File: config.mk
export PLATFORM = sky130hd
export DESIGN_NAME = cfg_window_xlate
export DESIGN_NICKNAME = d
export VERILOG_FILES = /design/src/rtl/cfgw_pkg.sv /design/src/rtl/cfgw_addr_map.sv /design/src/rtl/cfgw_irq_route.sv /design/src/rtl/cfg_window_xlate.sv
export SDC_FILE = /design/constraint.sdc
export NUM_CORES = 1
export LEC_CHECK = 0
export BUFFER_PORTS_ARGS = -buffer_cell sky130_fd_sc_hd__buf_2
export CORE_UTILIZATION = 35
export DETAILED_ROUTE_END_ITERATION = 16
export PLACE_DENSITY_LB_ADDON = 0.1
export SLEW_MARGIN = 20
export SYNTH_ARGS = -nofsm -noshare
export SYNTH_HDL_FRONTEND = slang
export SYNTH_SLANG_ARGS = --single-unit
File: constraint.sdc
create_clock -name clk -period 3.65 [get_ports clk]
set_input_delay 0.365 -clock clk [delete_from_list [all_inputs] [get_ports clk]]
set_output_delay 0.365 -clock clk [all_outputs]
set_load 0.02 [all_outputs]
File: src/rtl/cfgw_pkg.sv
package cfgw_pkg;
  localparam int DATA_W = 32;

  typedef enum logic [1:0] {
    SZ_BYTE = 2'd0,
    SZ_HALF = 2'd1,
    SZ_WORD = 2'd2
  } acc_size_e;

  // Endian conversion: byte passes, half-word swaps its two bytes, word reverses all four.
  function automatic logic [DATA_W-1:0] lane_swap(input logic [DATA_W-1:0] d,
                                                  input logic [1:0] sz);
    logic [DATA_W-1:0] r;
    case (sz)
      2'd0:    r = d;
      2'd1:    r = {16'h0000, d[7:0], d[15:8]};
      default: r = {d[7:0], d[15:8], d[23:16], d[31:24]};
    endcase
    return r;
  endfunction
endpackage

File: src/rtl/cfgw_addr_map.sv
module cfgw_addr_map #(
  parameter logic [31:0] WIN_BASE = 32'h8080_0000,
  parameter int WIN_W = 22,
  parameter int LOW_W = 11,
  localparam int SEL_W = WIN_W - LOW_W,
  localparam int DEV_W = $clog2(SEL_W + 1),
  localparam int OUT_W = LOW_W + DEV_W
) (
  input  logic [31:0]      addr,
  output logic             hit,
  output logic [DEV_W-1:0] dev_num,
  output logic [OUT_W-1:0] cfg_addr
);
  logic [SEL_W-1:0] sel_field;

  // Index of the lowest set bit; SEL_W when the field is empty.
  function automatic logic [DEV_W-1:0] lowest_one(input logic [SEL_W-1:0] s);
    logic [DEV_W-1:0] r;
    r = DEV_W'(SEL_W);
    for (int i = SEL_W - 1; i >= 0; i--)
      if (s[i]) r = DEV_W'(i);
    return r;
  endfunction

  assign hit       = (addr[31:WIN_W] == WIN_BASE[31:WIN_W]);
  assign sel_field = addr[WIN_W-1:LOW_W];
  assign dev_num   = lowest_one(sel_field);
  assign cfg_addr  = {dev_num, addr[LOW_W-1:0]};
endmodule

File: src/rtl/cfgw_irq_route.sv
module cfgw_irq_route #(
  parameter int NUM_SLOTS = 4,
  parameter int PINS_PER_SLOT = 4,
  parameter int SLOT_BASE = 0,
  localparam int NPIN = NUM_SLOTS * PINS_PER_SLOT
) (
  input  logic            clk,
  input  logic            rst,
  input  logic [NPIN-1:0] pins,
  output logic            irq_line0,
  output logic            irq_line1
);
  logic [NPIN-1:0] line0_mask, line1_mask;
  logic line0_any, line1_any;

  for (genvar s = 0; s < NUM_SLOTS; s++) begin : g_slot
    for (genvar p = 0; p < PINS_PER_SLOT; p++) begin : g_pin
      localparam int LINE = (p + s + SLOT_BASE) % 2;
      assign line1_mask[s*PINS_PER_SLOT+p] = (LINE == 1);
      assign line0_mask[s*PINS_PER_SLOT+p] = (LINE == 0);
    end
  end

  assign line0_any = |(pins & line0_mask);
  assign line1_any = |(pins & line1_mask);

  always_ff @(posedge clk) begin
    if (rst) begin
      irq_line0 <= 1'b0;
      irq_line1 <= 1'b0;
    end else begin
      irq_line0 <= line0_any;
      irq_line1 <= line1_any;
    end
  end

  p_irq_quiet_r10: assert property (@(posedge clk) disable iff (rst)
    !(|$past(pins)) |-> (!irq_line0 && !irq_line1));
  p_irq_src0_r10: assert property (@(posedge clk) disable iff (rst)
    irq_line0 |-> $past(line0_any));
  p_irq_src1_r10: assert property (@(posedge clk) disable iff (rst)
    irq_line1 |-> $past(line1_any));
endmodule

File: src/rtl/cfg_window_xlate.sv
module cfg_window_xlate
  import cfgw_pkg::*;
#(
  parameter logic [31:0] WIN_BASE = 32'h8080_0000,
  parameter int WIN_W = 22,
  parameter int LOW_W = 11,
  parameter int NUM_SLOTS = 4,
  parameter int PINS_PER_SLOT = 4,
  localparam int DEV_W = $clog2(WIN_W - LOW_W + 1),
  localparam int OUT_W = LOW_W + DEV_W,
  localparam int NPIN = NUM_SLOTS * PINS_PER_SLOT
) (
  input  logic              clk,
  input  logic              rst,
  input  logic              req_valid,
  input  logic [31:0]       req_addr,
  input  logic              req_we,
  input  logic [1:0]        req_size,
  input  logic [DATA_W-1:0] req_wdata,
  output logic              req_claim,
  output logic              req_stall,
  output logic              rsp_valid,
  output logic [DATA_W-1:0] rsp_rdata,
  output logic              cfg_valid,
  output logic              cfg_we,
  output logic [1:0]        cfg_size,
  output logic [OUT_W-1:0]  cfg_addr,
  output logic [DATA_W-1:0] cfg_wdata,
  input  logic              cfg_rvalid,
  input  logic [DATA_W-1:0] cfg_rdata,
  input  logic [NPIN-1:0]   slot_pins,
  output logic              irq_host9,
  output logic              irq_host11
);
  logic             win_hit;
  logic [DEV_W-1:0] dev_num;
  logic [OUT_W-1:0] xl_addr;
  logic             accept;
  logic             rd_pending;
  logic             rd_return;

  cfgw_addr_map #(.WIN_BASE(WIN_BASE), .WIN_W(WIN_W), .LOW_W(LOW_W)) u_map (
    .addr(req_addr), .hit(win_hit), .dev_num(dev_num), .cfg_addr(xl_addr)
  );

  cfgw_irq_route #(.NUM_SLOTS(NUM_SLOTS), .PINS_PER_SLOT(PINS_PER_SLOT)) u_irq (
    .clk(clk), .rst(rst), .pins(slot_pins),
    .irq_line0(irq_host9), .irq_line1(irq_host11)
  );

  assign req_claim = win_hit;
  assign req_stall = rd_pending;
  assign accept    = req_valid && win_hit && !rd_pending;
  assign rd_return = cfg_rvalid && rd_pending;

  always_ff @(posedge clk) begin
    if (rst) begin
      cfg_valid  <= 1'b0;
      cfg_we     <= 1'b0;
      cfg_size   <= SZ_BYTE;
      cfg_addr   <= '0;
      cfg_wdata  <= '0;
      rd_pending <= 1'b0;
      rsp_valid  <= 1'b0;
      rsp_rdata  <= '0;
    end else begin
      cfg_valid <= accept;
      if (accept) begin
        cfg_addr  <= xl_addr;
        cfg_we    <= req_we;
        cfg_size  <= req_size;
        cfg_wdata <= lane_swap(req_wdata, req_size);
      end
      if (accept && !req_we) rd_pending <= 1'b1;
      else if (rd_return)    rd_pending <= 1'b0;
      rsp_valid <= rd_return;
      // cfg_size still describes the outstanding read: nothing is accepted meanwhile.
      if (rd_return) rsp_rdata <= lane_swap(cfg_rdata, cfg_size);
    end
  end

  p_issue_in_window_r1: assert property (@(posedge clk) disable iff (rst)
    cfg_valid |-> $past(req_valid && req_claim && !req_stall));
  p_low_bits_r2: assert property (@(posedge clk) disable iff (rst)
    cfg_valid |-> (cfg_addr[LOW_W-1:0] == $past(req_addr[LOW_W-1:0])));
  p_dev_range_r3: assert property (@(posedge clk) disable iff (rst)
    cfg_valid |-> (cfg_addr[OUT_W-1:LOW_W] <= DEV_W'(WIN_W - LOW_W)));
  p_word_rev_r7: assert property (@(posedge clk) disable iff (rst)
    (cfg_valid && cfg_size == SZ_WORD) |->
      (cfg_wdata == {$past(req_wdata[7:0]), $past(req_wdata[15:8]),
                     $past(req_wdata[23:16]), $past(req_wdata[31:24])}));
  p_rsp_after_ret_r8: assert property (@(posedge clk) disable iff (rst)
    rsp_valid |-> $past(cfg_rvalid && req_stall));
  p_no_issue_busy_r9: assert property (@(posedge clk) disable iff (rst)
    $past(req_stall) |-> !cfg_valid);
endmodule

==> results.cfg, run 1 <==
[final_layout]
final_area_mm2 = 0.005443
areaGrowthSynthToFinish_pct = 35.64
finalCoreUtilization_pct = 49.56
final_cell_mix = buf_2, nand2_1, dfxtp_1
nNetsFinal = 796
post_route_cells_drive_above_1_share_pct = 35.04
post_layout_nonfiller_instances = 822
layout_commonest_cell = buf_2
diodes = 0

[setup_path]
crit_path_end_kind = register
r2r-start = req_stall
critical_path_fanouts_max = 37
crit_arrival_ps = 2310
setup.worst_path.start = req_stall
worst-endpoint-required_ps = 3930
startpoint_type = register
worstRegToRegCells = 5
worst_r2r_endpoint = cfg_wdata[24]
setup.reg_to_reg.worst_slack_ps = 1620
critPathKind = reg2reg

[power_and_ir_drop]
p_per_area_mw_per_mm2 = 402.3
power.sequential.fraction_pct = 43.4
leakagePower_nw = 2.537
post-layout-total-power_mw = 2.189
pwr-share-comb_pct = 7.7
ir_drop_mv = 0.2376
power.clock.fraction_pct = 48.9
sw_frac_of_total_pct = 22.60
power_report.internal_total_mw = 1.695
power.switching_mw = 0.4948

[floorplanning]
die-height_um = 109.1
fp-row-count = 38
die_w_um = 109.1
die_area_mm2 = 0.01190
io-pin-count = 207
initial_utilization_pct = 36.53
core_area_mm2 = 0.01098

[sta]
clock_skew_ps = 3.731
worstMarginPinSlew_ps = 982.7
finalCriticalPeriod_ps = 2029
slew_violations = 0
setup-tns-final_ps = 0
slew_headroom_pct = 33.99
timing.fmax_mhz = 493.0
grt_setup_unrepaired = false
fin_crit_sh_pct = 55.58
setup_viol_count_final = 0
report.final.hold_viol_count = 0

[place]
dp.cells = 806
numPortBuffers = 206
placed_cell_area_mm2 = 0.005092
dp.final_hpwl_mm = 9.156
finalWeightedCongestion = 0.8456

[detailed_routing]
detail-route-antenna-nets = 0
drt-total-wl_mm = 12.66
vias = 4280
drc_errors = 0
drt_iter0_drcs = 205
drt-wirelength-per-cell_um = 15.40
drt_pre_antenna_iters = 4
vias_per_cell = 5.207

[worst_hold_path]
hold_end = cfg_wdata[23]
hp-class = in2reg
worst_hold_path_cell_count = 2
min-delay-start = req_wdata[23]

[logic_synthesis]
seq_area_frac_synth_pct = 43.41
post_synthesis_share_of_cell_area_spent_on_xor_and_xnor_gates_pct = 0
unique_masters_post_synth = 36
postSynthRegisterBits = 87
synth_fp_nets = 612
synthAdderAreaFrac_pct = 0
area_fraction_in_compound_gates_after_synthesis_pct = 22.17
post_synth.cell_area_avg_um2 = 8.139
synth_warnings = 0
synth_top_family_by_area = compound AO/OA/AOI/OAI gates
muxShareOfSynthArea_pct = 7.983
syn_inst = 493
synth-simple-area-share_pct = 21.80
synthesis.area_mm2 = 0.004013

[global_routing]
first_global_vias = 3903
globalRoute.totalOverflow = 0
grt_antenna_before_repair = 0
grt_start_max_net_pins = 51
gr-usage-all-layers_pct = 20.93
grt_first_pass_wirelength_mm = 19.12

[clocking]
cts.sink_count = 87
postCtsSetupRepairBufs = 0
post_cts_resized = 0
latest_clock_arrival_within_the_worst_skew_pair_ps = 340
cts-root-buf = clkbuf_16
path_clk_slew_ps = 60
cts_made_buffers = 9
h-tree-depth = 3
holdBufCountCts = 0
clock_path_buffers = 2
clock_tree_from_tritoncts = done

[run]
drv.max_cap_violation_count = 0

[run_status]
run_status = finished, final reports clean
-- logic make-up after synthesis --
group	count (synthesis)
compound gates	139
buf+inv	43
flops	87
mux	32
simple gates	192
-- cell usage after synthesis (all sizes together) --
cell       n  area share [%]
o311ai     1            0.22
nand4      2            0.47
a221oi    17             3.7
clkbuf    29             2.7
or4b       1            0.34
nor3      18             2.2
or2b       1            0.22
nand2b     1            0.16
a22o      16             3.5
o31ai      1            0.19
and3       1            0.16
or4        1            0.28
nor4b      1            0.37
a21oi     52             6.5
mux2i     32             8.0
nor2b      2            0.31
a41oi      1            0.41
and4       1            0.22
o31a       1            0.22
inv        4            0.37
nor2      24             2.2
a21o      16             3.0
nand4bb    1            0.28
a32o       1            0.25
a2bb2oi    1            0.22
nor4       8             2.2
buf       10             1.6
and2       1            0.16
dfxtp     87              43
nand4b     1            0.22
o21ai     32             4.0
nand2    128              12
-- power groups by stage --
stage / Sequential [mW] / Combinational [mW] / Clock [mW]
floorplan: 0.974 / 0.0644 / 0
global placement: 0.972 / 0.165 / 0
detailed placement: 0.972 / 0.168 / 0
CTS: 0.950 / 0.169 / 1.08
global route: 0.950 / 0.186 / 1.13
finish: 0.951 / 0.169 / 1.07
-- how the worst max path moves through the flow --
stage	cells past startpoint	endpoint	slack, ps
2_1_floorplan	2	req_claim	1840
3_3_place_gp	5	cfg_wdata[30]	1420
3_5_place_dp	5	cfg_wdata[28]	1360
4_1_cts	5	cfg_wdata[16]	1620
5_1_grt	5	cfg_wdata[17]	1440
6_report	5	cfg_wdata[24]	1620
-- critical path, cell delays in order, from the launching register on --
cell and delay [ps]:
dfxtp_1 350, nor2b_1 300, nand4_2 140, buf_4 280
nor4_4 660, a21o_1 220
-- stage by stage --
step,setup slack [ps],hold WS (ps)
after global routing,1440,238.5
after floorplan,1835,474.8
after detailed placement,1364,439.8
after CTS,1624,238.6
final,1622,243.2
after global placement,1423,437.4
-- metal layers --
metal | vias to the layer above | share of wire (%) | global-route usage [%]
met5 | - | 0 | 0
met4 | 0 | 1.5 | 7.819
met3 | 14 | 7.3 | 5.021
met2 | 167 | 50 | 36.34
met1 | 1995 | 42 | 24.82
li1 | 2104 | - | -
-- flip-flops by register name (all words and copies together), names as in the netlist --
register and cells:
u_irq.irq_line1 1, cfg_addr 15, u_irq.irq_line0 1, cfg_we 1, cfg_wdata 32, cfg_size 2, req_stall 1, rsp_valid 1
cfg_valid 1, rsp_rdata 32
-- final cells by class --
type | count | area (µm²)
Inverter | 4 | 15.01
Multi-Input combinational cell | 363 | 2088
Timing Repair Buffer | 212 | 1076
Fill cell | 1113 | 5540
Tap cell | 140 | 175.2
Clock inverter | 7 | 121.4
Clock buffer | 9 | 225.2
Sequential cell | 87 | 1742
No activity file was read; power rests on OpenSTA's default activity.
==> inputs of run 2 (changes only) <==
Settings changed: ABC_AREA set to 1.
Clock period 3.65 ns to 1.8 ns, I/O delays scaled along.
==> run 2 against run 1 <==
Sequential share of layout area about the same. Global-route usage up 0.83 points. Clock skew up 4.2 ps. Design area about the same. Flip-flop and latch count unchanged. Critical path type unchanged. Critical endpoint is now cfg_wdata[23]. Largest cell class unchanged. Largest power group unchanged. Highest routed layer unchanged.
==> results.cfg, run 2 <==
[run_status]
run_status = finished, final reports clean

[floorplanning]
die_w_um = 108.6
io-pin-count = 207
fp-row-count = 38
core_area_mm2 = 0.01094
die_area_mm2 = 0.01179
die-height_um = 108.6
initial_utilization_pct = 36.36

[global_routing]
grt_util_met2_pct = 36.08
grt.met3_usage_pct = 5.425
grt_antenna_before_repair = 0
use_met1_pct = 26.74
gr-usage-all-layers_pct = 21.76
globalRoute.totalOverflow = 0
grt_start_max_net_pins = 37
grt_first_pass_wirelength_mm = 20.00
first_global_vias = 4188
grt_most_used_layer = met2

[logic_synthesis]
netlist_top_cells_count = nand2_1, a21oi_1, dfxtp_1
post_synthesis_share_of_cell_area_spent_on_xor_and_xnor_gates_pct = 0
synth-simple-area-share_pct = 21.84
synth_enable_flop_cells = 0
yosysMostFrequentCell = nand2_1
postSynth.asyncResetShare_pct = 0
muxShareOfSynthArea_pct = 0
seq_area_frac_synth_pct = 43.80
post-synth-top-area-fraction_pct = 43.80
postSynthRegisterBits = 87
syn_inst = 575
synth_fp_nets = 694
synth_warnings = 0
post_synth.cell_area_avg_um2 = 6.915
synth_top_area_cell = dfxtp_1
area_fraction_in_compound_gates_after_synthesis_pct = 24.61
synthesis.area_mm2 = 0.003976
yosys_most_used_dff = dfxtp_1
synth_top_family_by_area = compound AO/OA/AOI/OAI gates
synthAdderAreaFrac_pct = 0
unique_masters_post_synth = 22
synth_area_leaders = dfxtp_1, nand2_1, a21oi_1, o21ai_0, inv_1

[place]
finalWeightedCongestion = 0.8066
dp.cells = 899
numPortBuffers = 206
dp.final_hpwl_mm = 9.091
placed_cell_area_mm2 = 0.005116

[worst_hold_path]
worst_hold_path_cell_count = 3
hp-class = in2reg

[clocking]
clock_path_buffers = 2
clock_tree_from_tritoncts = done
cts_made_buffers = 9
latest_clock_arrival_within_the_worst_skew_pair_ps = 330
holdBufCountCts = 0
post_cts_resized = 0
cts.sink_count = 87
path_clk_slew_ps = 60
h-tree-depth = 3
cts-root-buf = clkbuf_16
postCtsSetupRepairBufs = 0

[sta]
clock_skew_ps = 7.924
grt_setup_unrepaired = false
finalCriticalPeriod_ps = 1528
setup-tns-final_ps = 0
timing.fmax_mhz = 654.3
setup_viol_count_final = 0
slew_headroom_pct = 56.51
slew_violations = 0
worstMarginPinSlew_ps = 651.7
report.final.hold_viol_count = 0
fin_crit_sh_pct = 84.91

[power_and_ir_drop]
p_per_area_mw_per_mm2 = 794.1
power.sequential.fraction_pct = 44.6
power.switching_mw = 0.9334
pwr-share-comb_pct = 7.6
ir_drop_mv = 0.3621
leakagePower_nw = 2.893
power.clock.fraction_pct = 47.8
sw_frac_of_total_pct = 21.58
power_report.internal_total_mw = 3.392

[final_layout]
final_area_mm2 = 0.005448
nNetsFinal = 889
post_route_cells_drive_above_1_share_pct = 33.85
areaGrowthSynthToFinish_pct = 37.00
diodes = 0
reg_top3 = cfg_wdata: 32 flops, rsp_rdata: 32 flops, cfg_addr: 15 flops
post_layout_nonfiller_instances = 914
final_cell_mix = buf_2, nand2_1, a21oi_1
layout_commonest_cell = buf_2
finalCoreUtilization_pct = 49.82

[setup_path]
critPathKind = reg2reg
critical_path_fanouts_max = 25
startpoint_type = register
worstRegToRegCells = 7
crit_path_end_kind = register
worst-endpoint-required_ps = 2060
crit_arrival_ps = 1790

[detailed_routing]
drt_pre_antenna_iters = 5
vias = 4521
drt-total-wl_mm = 12.66
drt-wirelength-per-cell_um = 13.85
drt_iter0_drcs = 292
detail-route-antenna-nets = 0
drc_errors = 0
vias_per_cell = 4.946

[run]
drv.max_cap_violation_count = 0
## run 2: cell types whose count changed after synthesis, moves of 18 or more
| cell | before | now |
|---|---|---|
| a21oi_1 | 52 | 92 |
| inv_1 | 4 | 46 |
| mux2i_1 | 32 | 0 |
| nand3_1 | 0 | 23 |
| nor3_1 | 18 | 0 |
| o21ai_0 | 32 | 52 |
## run 2: area by class of cell
| type | count | area, µm² |
|---|---|---|
| Clock buffer | 12 | 266.5 |
| Tap cell | 140 | 175.2 |
| Timing Repair Buffer | 221 | 1144 |
| Inverter | 55 | 206.4 |
| Fill cell | 1160 | 5488 |
| Multi-Input combinational cell | 396 | 1849 |
| Clock inverter | 3 | 65.06 |
| Sequential cell | 87 | 1742 |
## run 2: routing by layer
layer  up-vias  routed length (µm)  part of all wire (%)
li1       2278                   -                     -
met1      2037                5276                    42
met2       187                5972                    47
met3        19                1150                   9.1
met4         0                 263                   2.1
met5         -                   0                     0
## run 2: final timing paths
check                           slack (ps)          from       endpoint
worst max-delay path                   270     req_stall  cfg_wdata[23]
worst min-delay path                    70   req_addr[2]    cfg_addr[2]
worst max register to register         270     req_stall  cfg_wdata[23]
worst min register to register         440  cfg_wdata[4]   cfg_wdata[4]
## run 2: cells by family after synthesis
family / after synthesis
and+or+nand+nor: 213
AOI/OAI and AO/OA: 183
DFF: 87
buffers and inverters: 92
## run 2: power by group through the flow
| stage | logic [mW] | registers, mW | clock network, mW |
|---|---|---|---|
| detailed placement | 0.327 | 1.97 | 0 |
| CTS | 0.329 | 1.93 | 2.11 |
| global route | 0.370 | 1.93 | 2.20 |
| floorplan | 0.125 | 1.98 | 0 |
| global placement | 0.323 | 1.97 | 0 |
| finish | 0.328 | 1.93 | 2.07 |
## run 2: through the flow
stage               hold slack, ps  setup slack (ps)  power (mW)
global placement             411.4             157.1       2.295
global route                 92.68             118.4       4.495
detailed placement           419.6             77.44       2.299
floorplan                    249.1             349.3       2.101
CTS                          67.67             267.2       4.370
finish                       72.48             271.6       4.326
## run 2: worst max-delay path, cell delays in order, from the launching register on
cell and delay [ps]:
dfxtp_1 380, nor2_1 80, nand2_2 290, buf_4 360
nand2_1 110, inv_2 60, a21oi_1 40, a21oi_1 130
